--- config.mk ---
export PLATFORM = sky130hd
export DESIGN_NAME = majority_l1_trigger
export DESIGN_NICKNAME = d
export VERILOG_FILES = /design/src/rtl/trig_pkg.sv /design/src/rtl/plane_stretch.sv /design/src/rtl/pattern_table.sv /design/src/rtl/trig_sequencer.sv /design/src/rtl/majority_l1_trigger.sv
export SDC_FILE = /design/constraint.sdc
export NUM_CORES = 1
export LEC_CHECK = 0
export ABC_AREA = 1
export BUFFER_PORTS_ARGS = -buffer_cell sky130_fd_sc_hd__buf_4
export CAP_MARGIN = 20
export CORE_MARGIN = 1.5
export CORE_UTILIZATION = 60
export CTS_CLUSTER_DIAMETER = 60
export DETAILED_ROUTE_END_ITERATION = 16
export PLACE_DENSITY = 0.79
export SETUP_SLACK_MARGIN = 0.05
export SYNTH_ARGS = -nofsm -noshare
export SYNTH_HDL_FRONTEND = slang
export SYNTH_SLANG_ARGS = --single-unit
--- constraint.sdc ---
create_clock -name clk -period 6 [get_ports clk]
set_input_delay 1.8 -clock clk [delete_from_list [all_inputs] [get_ports clk]]
set_output_delay 1.8 -clock clk [all_outputs]
set_load 0.05 [all_outputs]
--- src/rtl/trig_pkg.sv ---
package trig_pkg;

  typedef enum logic [1:0] {
    ST_IDLE = 2'd0,
    ST_WAIT = 2'd1,
    ST_BUSY = 2'd2
  } seq_state_e;

  // number of set bits in a vector (up to 32 bits)
  function automatic int unsigned popcount(input logic [31:0] v);
    int unsigned n;
    n = 0;
    for (int i = 0; i < 32; i++) n += int'(v[i]);
    return n;
  endfunction

  // masked equality used by every pattern entry
  function automatic logic entry_hit(input logic [31:0] vec,
                                     input logic [31:0] value,
                                     input logic [31:0] care);
    return ((vec ^ value) & care) == 32'd0;
  endfunction

endpackage

--- src/rtl/plane_stretch.sv ---
module plane_stretch #(
  parameter int WIN_W = 4
) (
  input  logic             clk,
  input  logic             rst_n,
  input  logic             hit,
  input  logic             en,
  input  logic [WIN_W-1:0] win_len,
  output logic             active
);
  logic [WIN_W-1:0] cnt_q;

  always_ff @(posedge clk) begin
    if (!rst_n)                cnt_q <= '0;
    else if (hit && en)        cnt_q <= win_len;
    else if (cnt_q != '0)      cnt_q <= cnt_q - 1'b1;
  end

  assign active = (cnt_q != '0) && en;


  stretch_open_chk: assert property (@(posedge clk) disable iff (!rst_n)
    (hit && en && win_len != '0 && $stable(en)) |=> active);
endmodule

--- src/rtl/pattern_table.sv ---
module pattern_table
  import trig_pkg::*;
#(
  parameter int N_PAT = 16,
  parameter int VW    = 8,
  parameter int AW    = 4
) (
  input  logic          clk,
  input  logic          rst_n,
  input  logic          we,
  input  logic [AW-1:0] addr,
  input  logic [VW-1:0] value,
  input  logic [VW-1:0] care,
  input  logic [VW-1:0] vec,
  output logic          match_q
);
  logic [VW-1:0]    val_q  [N_PAT];
  logic [VW-1:0]    care_q [N_PAT];
  logic [N_PAT-1:0] vld_q;
  logic [N_PAT-1:0] ent_hit;

  for (genvar g = 0; g < N_PAT; g++) begin : g_ent
    always_ff @(posedge clk) begin
      if (!rst_n) begin
        val_q[g]  <= '0;
        care_q[g] <= '0;
        vld_q[g]  <= 1'b0;
      end else if (we && addr == AW'(g)) begin
        val_q[g]  <= value;
        care_q[g] <= care;
        vld_q[g]  <= 1'b1;
      end
    end
    assign ent_hit[g] = vld_q[g] &&
                        entry_hit(32'(vec), 32'(val_q[g]), 32'(care_q[g]));
  end

  always_ff @(posedge clk) begin
    if (!rst_n) match_q <= 1'b0;
    else        match_q <= |ent_hit;
  end


  table_empty_chk: assert property (@(posedge clk) disable iff (!rst_n)
    (vld_q == '0) |=> !match_q);
endmodule

--- src/rtl/trig_sequencer.sv ---
module trig_sequencer
  import trig_pkg::*;
#(
  parameter int N_SUB = 3,
  parameter int LAT_W = 8,
  parameter int DW    = 8
) (
  input  logic             clk,
  input  logic             rst_n,
  input  logic             coin,
  input  logic             match_q,
  input  logic [LAT_W-1:0] l1_lat,
  input  logic [N_SUB-1:0] sub_done,
  output logic             cap_en,
  output logic             fast_trig,
  output logic             l1_trig,
  output logic             busy,
  output logic [DW-1:0]    dead_cnt
);
  seq_state_e       state_q;
  logic             coin_q;
  logic [LAT_W-1:0] lat_cnt;
  logic             fire;
  logic             decide;
  logic             match_ready;

  assign fire        = coin && !coin_q;
  assign cap_en      = (state_q == ST_IDLE) && fire;
  assign decide      = (state_q == ST_WAIT) && (lat_cnt >= l1_lat);
  assign match_ready = lat_cnt >= LAT_W'(2);

  always_ff @(posedge clk) begin
    if (!rst_n) begin
      state_q   <= ST_IDLE;
      coin_q    <= 1'b0;
      lat_cnt   <= '0;
      fast_trig <= 1'b0;
      l1_trig   <= 1'b0;
      busy      <= 1'b0;
      dead_cnt  <= '0;
    end else begin
      coin_q    <= coin;
      fast_trig <= 1'b0;
      l1_trig   <= 1'b0;
      unique case (state_q)
        ST_IDLE: if (fire) begin
          fast_trig <= 1'b1;
          lat_cnt   <= LAT_W'(1);
          state_q   <= ST_WAIT;
        end
        ST_WAIT: if (decide) begin
          if (match_ready && match_q) begin
            l1_trig <= 1'b1;
            busy    <= 1'b1;
            state_q <= ST_BUSY;
          end else begin
            state_q <= ST_IDLE;
          end
        end else begin
          lat_cnt <= lat_cnt + 1'b1;
        end
        ST_BUSY: begin
          if (fire) dead_cnt <= dead_cnt + 1'b1;
          if (&sub_done) begin
            busy    <= 1'b0;
            state_q <= ST_IDLE;
          end
        end
        default: state_q <= ST_IDLE;
      endcase
    end
  end


  fast_pulse_chk: assert property (@(posedge clk) disable iff (!rst_n)
    fast_trig |=> !fast_trig);

  busy_rise_chk: assert property (@(posedge clk) disable iff (!rst_n)
    $rose(busy) |-> l1_trig);

  busy_fall_chk: assert property (@(posedge clk) disable iff (!rst_n)
    $fell(busy) |-> $past(&sub_done));

  dead_only_busy_chk: assert property (@(posedge clk) disable iff (!rst_n)
    (dead_cnt != $past(dead_cnt)) |-> $past(busy));

  no_fast_busy_chk: assert property (@(posedge clk) disable iff (!rst_n)
    fast_trig |-> !busy);

  l1_from_idle_chk: assert property (@(posedge clk) disable iff (!rst_n)
    l1_trig |-> !$past(busy));
endmodule

--- src/rtl/majority_l1_trigger.sv ---
module majority_l1_trigger
  import trig_pkg::*;
#(
  parameter int N_PLANES = 4,
  parameter int MAJ_MIN  = 3,
  parameter int N_CAL    = 4,
  parameter int N_PAT    = 16,
  parameter int N_SUB    = 3,
  parameter int WIN_W    = 4,
  parameter int LAT_W    = 8,
  parameter int DW       = 8,
  parameter int AW       = (N_PAT > 1) ? $clog2(N_PAT) : 1
) (
  input  logic                      clk,
  input  logic                      rst_n,
  input  logic [N_PLANES-1:0]       plane_hit,
  input  logic [N_CAL-1:0]          cal_hit,
  input  logic [N_PLANES-1:0]       plane_en,
  input  logic [WIN_W-1:0]          win_len,
  input  logic [LAT_W-1:0]          l1_lat,
  input  logic                      tbl_we,
  input  logic [AW-1:0]             tbl_addr,
  input  logic [N_PLANES+N_CAL-1:0] tbl_value,
  input  logic [N_PLANES+N_CAL-1:0] tbl_care,
  input  logic [N_SUB-1:0]          sub_done,
  output logic                      fast_trig,
  output logic                      l1_trig,
  output logic                      busy,
  output logic [DW-1:0]             dead_cnt
);
  localparam int VW = N_PLANES + N_CAL;

  logic [N_PLANES-1:0] active;
  logic                coin;
  logic                cap_en;
  logic                match_q;
  logic [VW-1:0]       cap_q;

  for (genvar p = 0; p < N_PLANES; p++) begin : g_plane
    plane_stretch #(.WIN_W(WIN_W)) i_stretch (
      .clk    (clk),
      .rst_n  (rst_n),
      .hit    (plane_hit[p]),
      .en     (plane_en[p]),
      .win_len(win_len),
      .active (active[p])
    );
  end

  assign coin = popcount(32'(active)) >= MAJ_MIN;

  always_ff @(posedge clk) begin
    if (!rst_n)      cap_q <= '0;
    else if (cap_en) cap_q <= {cal_hit, active};
  end

  pattern_table #(.N_PAT(N_PAT), .VW(VW), .AW(AW)) i_table (
    .clk    (clk),
    .rst_n  (rst_n),
    .we     (tbl_we),
    .addr   (tbl_addr),
    .value  (tbl_value),
    .care   (tbl_care),
    .vec    (cap_q),
    .match_q(match_q)
  );

  trig_sequencer #(.N_SUB(N_SUB), .LAT_W(LAT_W), .DW(DW)) i_seq (
    .clk      (clk),
    .rst_n    (rst_n),
    .coin     (coin),
    .match_q  (match_q),
    .l1_lat   (l1_lat),
    .sub_done (sub_done),
    .cap_en   (cap_en),
    .fast_trig(fast_trig),
    .l1_trig  (l1_trig),
    .busy     (busy),
    .dead_cnt (dead_cnt)
  );


  fast_needs_majority_chk: assert property (@(posedge clk) disable iff (!rst_n)
    fast_trig |-> $past(popcount(32'(active)) >= MAJ_MIN));

  two_planes_quiet_chk: assert property (@(posedge clk) disable iff (!rst_n)
    (popcount(32'(active)) < MAJ_MIN) |=> !fast_trig);
endmodule

Word-level counts from Yosys, hierarchy flattened. Memories as Yosys holds them, arrays and structs flattened. Cells that the tools add are included.

RAM bits: 256. Input port bits: 50. Output and inout port bits: 11. Logic and storage cells: 313. Flip-flop bits (word level): 63. Memories: 2.

Eq/ne operators: 22. Bitwise operators: 64. Reductions and logical operators: 81. Add/sub/neg operators: 9. Multiplexer cells: 103. Magnitude comparators: 3.

Memory list: i_table.care_q (words 16, width 8, rd ports 16, clocked after memory_dff 0, write ports 16, line pattern_table.sv:18) `logic [VW-1:0] care_q [N_PAT];`; i_table.val_q (words 16, width 8, rd ports 16, clocked after memory_dff 0, write ports 16, line pattern_table.sv:17) `logic [VW-1:0] val_q [N_PAT];`.

Operators with widths (count): bitwise AND 32 x 8 -> 32 bit (16); logical NOT 32 bit (16); two-way mux 8 bit (34); XOR 8 bit (16); two-way mux 1 bit (54); logical AND 1 bit (44); == test 4 bit (second input constant) (8); two-way mux 4 bit (8); OR 1 bit (32); adder 8 x 1 -> 8 bit (second input constant) (2); == test 4 x 3 -> 1 bit (second input constant) (4); one-hot mux 8 bit (2 select lines) (1); nonzero test 4 bit (4); OR reduction 16 bit (1); subtractor 4 x 1 -> 4 bit (second input constant) (4); AND reduction 3 bit (4); nonzero test 2 bit (6); == test 4 x 2 -> 1 bit (second input constant) (2); greater-or-equal comparator 8 x 2 -> 1 bit (second input constant) (1); greater-or-equal comparator 8 bit (1); two-way mux 2 bit (4); inequality test 2 x 1 -> 1 bit (second input constant) (3); one-hot mux 2 bit (3 select lines) (1); adder 3 x 1 -> 4 bit (1); other kinds (13) (15).

Longest topological paths before layout.
Depth in word-level cells: 9. Gate-level depth with buffers: 16. Mapped depth without buffers: 16.

Cells and area by module. A second synthesis with hierarchy kept.

Cells, all modules: 1713. Area total of the unflattened synthesis: 15173.3 um^2.

Modules (own cells, without submodules): pattern_table (times used 1, cells an instance 1281, area each 12320.6 um^2, sequential area each 8027.7 um^2); trig_sequencer (times used 1, cells an instance 193, area each 1317.5 um^2, sequential area each 440.4 um^2); plane_stretch (times used 4, cells an instance 46, area each 281.5 um^2, sequential area each 80.1 um^2); majority_l1_trigger (times used 1, cells an instance 55, area each 409.1 um^2, sequential area each 160.2 um^2).

Worst setup path after synthesis. No wires, ideal clock.

Kind: input-to-reg. From: input port tbl_we. To: memory i_table.care_q[0][0] (enable). Buffers on the path: 0. Slack: 2077 ps. Cell stages on the path: 4. Required time: 5589 ps. Arrival time: 3511 ps. Library setup time: 411 ps. Path through: inv_1 -> nor3_2 -> inv_1 -> o21ai_0.

RTL lines: start, declared (line majority_l1_trigger.sv:21) `input logic tbl_we,`; end, declared (line pattern_table.sv:18).

Final worst setup path.
From: input port plane_en[3]. To: register i_seq.lat_cnt[1].

Cells in the longest elaborated chain, start to end: 6.

Ends and longest elaborated chain: start, declared (line majority_l1_trigger.sv:18) `input logic [N_PLANES-1:0] plane_en,`; logical AND 1 bit (line plane_stretch.sv:19) `assign active = (cnt_q != '0) && en;`; named net g_plane[3].i_stretch.active (line plane_stretch.sv:9) `output logic active`; adder 3 x 1 -> 4 bit (line trig_pkg.sv:13) `for (int i = 0; i < 32; i++) n += int'(v[i]);`; greater-or-equal comparator 4 x 2 -> 1 bit (line majority_l1_trigger.sv:50) `assign coin = popcount(32'(active)) >= MAJ_MIN;`; logical AND 1 bit (line trig_sequencer.sv:27) `assign fire = coin && !coin_q;`; inequality test 2 x 1 -> 1 bit (no line); AND reduction 3 bit (no line); end signal, assigned (line trig_sequencer.sv:60) `lat_cnt <= lat_cnt + 1'b1;`; end, declared (line trig_sequencer.sv:22) `logic [LAT_W-1:0] lat_cnt;`.

The timed path passes the listed nets, and every way through them passes these cells. A chain may end at the register's enable or synchronous reset.

==> metrics.md <==
| Metric | Value |
|---|---|
| Post-Synthesis Net Count | 1,700 |
| Synth warn | 0 |
| Place WS | about 1.5 ns |
| Area delta synth->final | 11.2% |
| Die footprint | 25,600 um^2 |
| Post-Syn Area per Cell | roughly 9 um^2 |
| Crit-path max FO | 20 |
| Crit. End Element | flip-flop |
| Area leader, netlist | edfxtp_1 |
| Yosys reg bits | between 300 and 400 |
| Drc violations | 0 |
| PD cells | approximately 340 nW/um^2 |
| Final #Nets | 1,747 |
| Ports | 61 |
| Asr flop ratio synth | 0% |
| Worst-margin pin slew | 1.06 ns |
| Dpl hpwl | 21,400 um |
| RSZ-0062 raised after global routing | false |
| Core ar. | approximately 24,000 um^2 |
| GRT Total Usage | between 20% and 30% |
| Yosys top cell area share | about 52% |
| Pre-antenna DRT Iters | 5 |
| CTS resizes | 0 |
| Clock Skews | 0.0132 ns |
| Clock Tree Root | clkbuf_16 |
| Status | finished, final reports clean |
| EDFF count, synth | 256 |
| Primary FF master, synth | edfxtp_1 |
| Crit path required time | 6.43 ns |
| Vias in the first global route | 10,931 |
| Share of the clock period used by the worst path | between 60 and 70% |
| Fillers | roughly 1,900 |
| Antenna cells | 0 |
| Setup TNS | 0 ns |
| Max-cap check violation count | 0 |
| ANT nets after route | 0 |
| Synth top cells by count | nor2_1 (372), nand2_1 (354), edfxtp_1 (256) |
| Top cells by area, synth | edfxtp_1 (52%), nor2_1 (9.5%), nand2_1 (9.0%) |
| Post-CTS Setup Inserts | 0 |
| CTS H-Tree Depth | 1 |
| Die Ht | 160 um |
| Initial antenna violation count | 0 |
| Vias | 11,230 |
| Placement Rows | 57 |
| Rel. slew slack | between 20% and 30% |
| Post-route setup slack | slightly above 2 ns |
| WP data arrival | 4.40 ns |
| Worst setup path class | in2reg |
| Cells after Synth | 1,632 |
| Share of cells above drive strength 1 | 11.0% |
| Slew Limit Fails | 0 |
| Global route total overflow | 0 |
| Worst-Skew Late Latency | 0.57 ns |
| Final hold viol count | 0 |
| Slowest CP cell | fa_1 |
| Lkg Pwr | about 7.1 nW |
| First-pass GRT wire length | 56,100 um |
| Largest net degree at the start of global routing | 73 |
| Cell Chain, Critical Path | buf_4 -> inv_1 -> nor2_1 -> fa_1 -> ha_1 -> ha_1 -> a21oi_1 -> nor2_1 -> nand2_1 -> nand2_2 -> inv_1 -> nand2_1 -> a21oi_1 |
| CTS Sinks | 319 |
| Die X | 160 um |
| Syn Std Cell Area | 14,800 um^2 |
| Final setup viols | 0 |
| Initial Util | 60.9% |
| Deepest clock path buffer count | 3 |
| CTS tree | yes |
| Synth unique cells | 37 |
| Avg Vias per Cell | 5.54 |
| Routed wire length | 36,000 um |
| Max IR drop VDD | 0.258 mV |
| CP peak stage delay | 0.46 ns |
| Most frequent cell after synthesis | nor2_1 |
| Crit path launch type | input port |
| Wirelength per Cell | 17.7 um |
| CTS clock-pin slew for the worst setup and hold paths | around 0.06 ns |
| Cts bufs inserted | 31 |
| Post-CTS Hold Buffers | 0 |
| Worst Hold Class | reg2reg |
| Fin crit period | 3.97 ns |
| IO buf count | 60 |
| Routability cong. | 0.831 |
| Share of the yosys chip area belonging to registers | 60.6% |
| DRT iter0 DRCs | 971 |
| F_max | 252 MHz |
## logic make-up after synthesis
logic type / Yosys count / share of synthesized area (%)
fa+ha+maj: 18 / 1.58
simple gates: 938 / 26.7
mux: 3 / 0.203
xor+xnor: 6 / 0.356
flops: 319 / 60.6
buf+inv: 232 / 6.45
compound gates: 116 / 4.16
## cells in the final DEF (no fill, tap or decap), drive strengths merged
cell type  instances
or2               45
nand3b             3
inv              165
nand2            359
o21bai             1
a31oi              5
buf               81
nor3              14
nand3            135
nor2             374
a211oi             2
a21oi             39
o21ai             63
ha                17
o21a               2
nand4              5
edfxtp           256
xor2               6
clkbuf            46
nor4               2
nor3b              1
dfxtp             63
fa                 1
a311oi             4
bufinv             2
mux2i              3
clkinv            10
## worst max-delay path, delay by kind of cell
| family | cells | cell delay, ns |
|---|---|---|
| fa+ha+maj | 3 | 0.94 |
| simple gates | 5 | 1.25 |
| buf+inv | 3 | 0.26 |
| compound gates | 2 | 0.14 |
## final timing paths
check        depth (start not counted)                           from  slack (ns)           endpoint
min                                  2              i_table.vld_q[14]        0.44  i_table.vld_q[14]
max reg2reg                         15  g_plane[1].i_stretch.cnt_q[0]        2.62   i_seq.lat_cnt[1]
min reg2reg                          2              i_table.vld_q[14]        0.44  i_table.vld_q[14]
max                                 13                    plane_en[3]        2.03   i_seq.lat_cnt[1]
## state kept, by name, indices dropped and copies added (netlist names)
register and flops:
i_seq.busy 1, cap_q 8, i_seq.coin_q 1, i_table.vld_q 16, i_table.val_q 128, i_table.care_q 128, i_table.match_q 1, i_seq.state_q 2
i_seq.lat_cnt 8, i_seq.fast_trig 1, g_plane.i_stretch.cnt_q 16, i_seq.l1_trig 1, i_seq.dead_cnt 8
## area by class of cell
cell class	count	area [um^2]	area share (%)
well taps	324	405	2.47
clock buffers	46	862	5.25
repair buffers	81	608	3.70
multi-input cells	1081	4870	29.6
clock inverters	12	109	0.663
flip-flops and latches	319	8950	54.5
inverters	165	619	3.77
## where the power goes
part / total (W) / switching [W] / internal [W]
sequential: 0.00265 / 0.0000808 / 0.00257
clock: 0.00188 / 0.000804 / 0.00107
combinational: 0.00108 / 0.000739 / 0.000337
## metal layers
metal	track usage [%]	wire length, um	vias up
met3	4.10	3170	91
li1	-	-	5382
met1	36.1	13600	5263
met2	50.4	18000	494
met4	10.6	1130	0
met5	0	0	-
## through the flow
stage | area (um^2) | cells | hold slack (ns) | util, % | power (W)
floorplan | 14800 | 1632 | 0.416 | - | 0.00344
global placement | 15400 | 1970 | 0.427 | 63.7 | 0.00368
detailed placement | 15400 | 1970 | 0.433 | 63.7 | 0.00375
finish | 16400 | 2028 | 0.441 | 67.7 | 0.00560
global route | 16400 | 2028 | 0.463 | 67.7 | 0.00584
CTS | 16400 | 2028 | 0.443 | 67.7 | 0.00560
No activity file was read; power rests on OpenSTA's default activity.
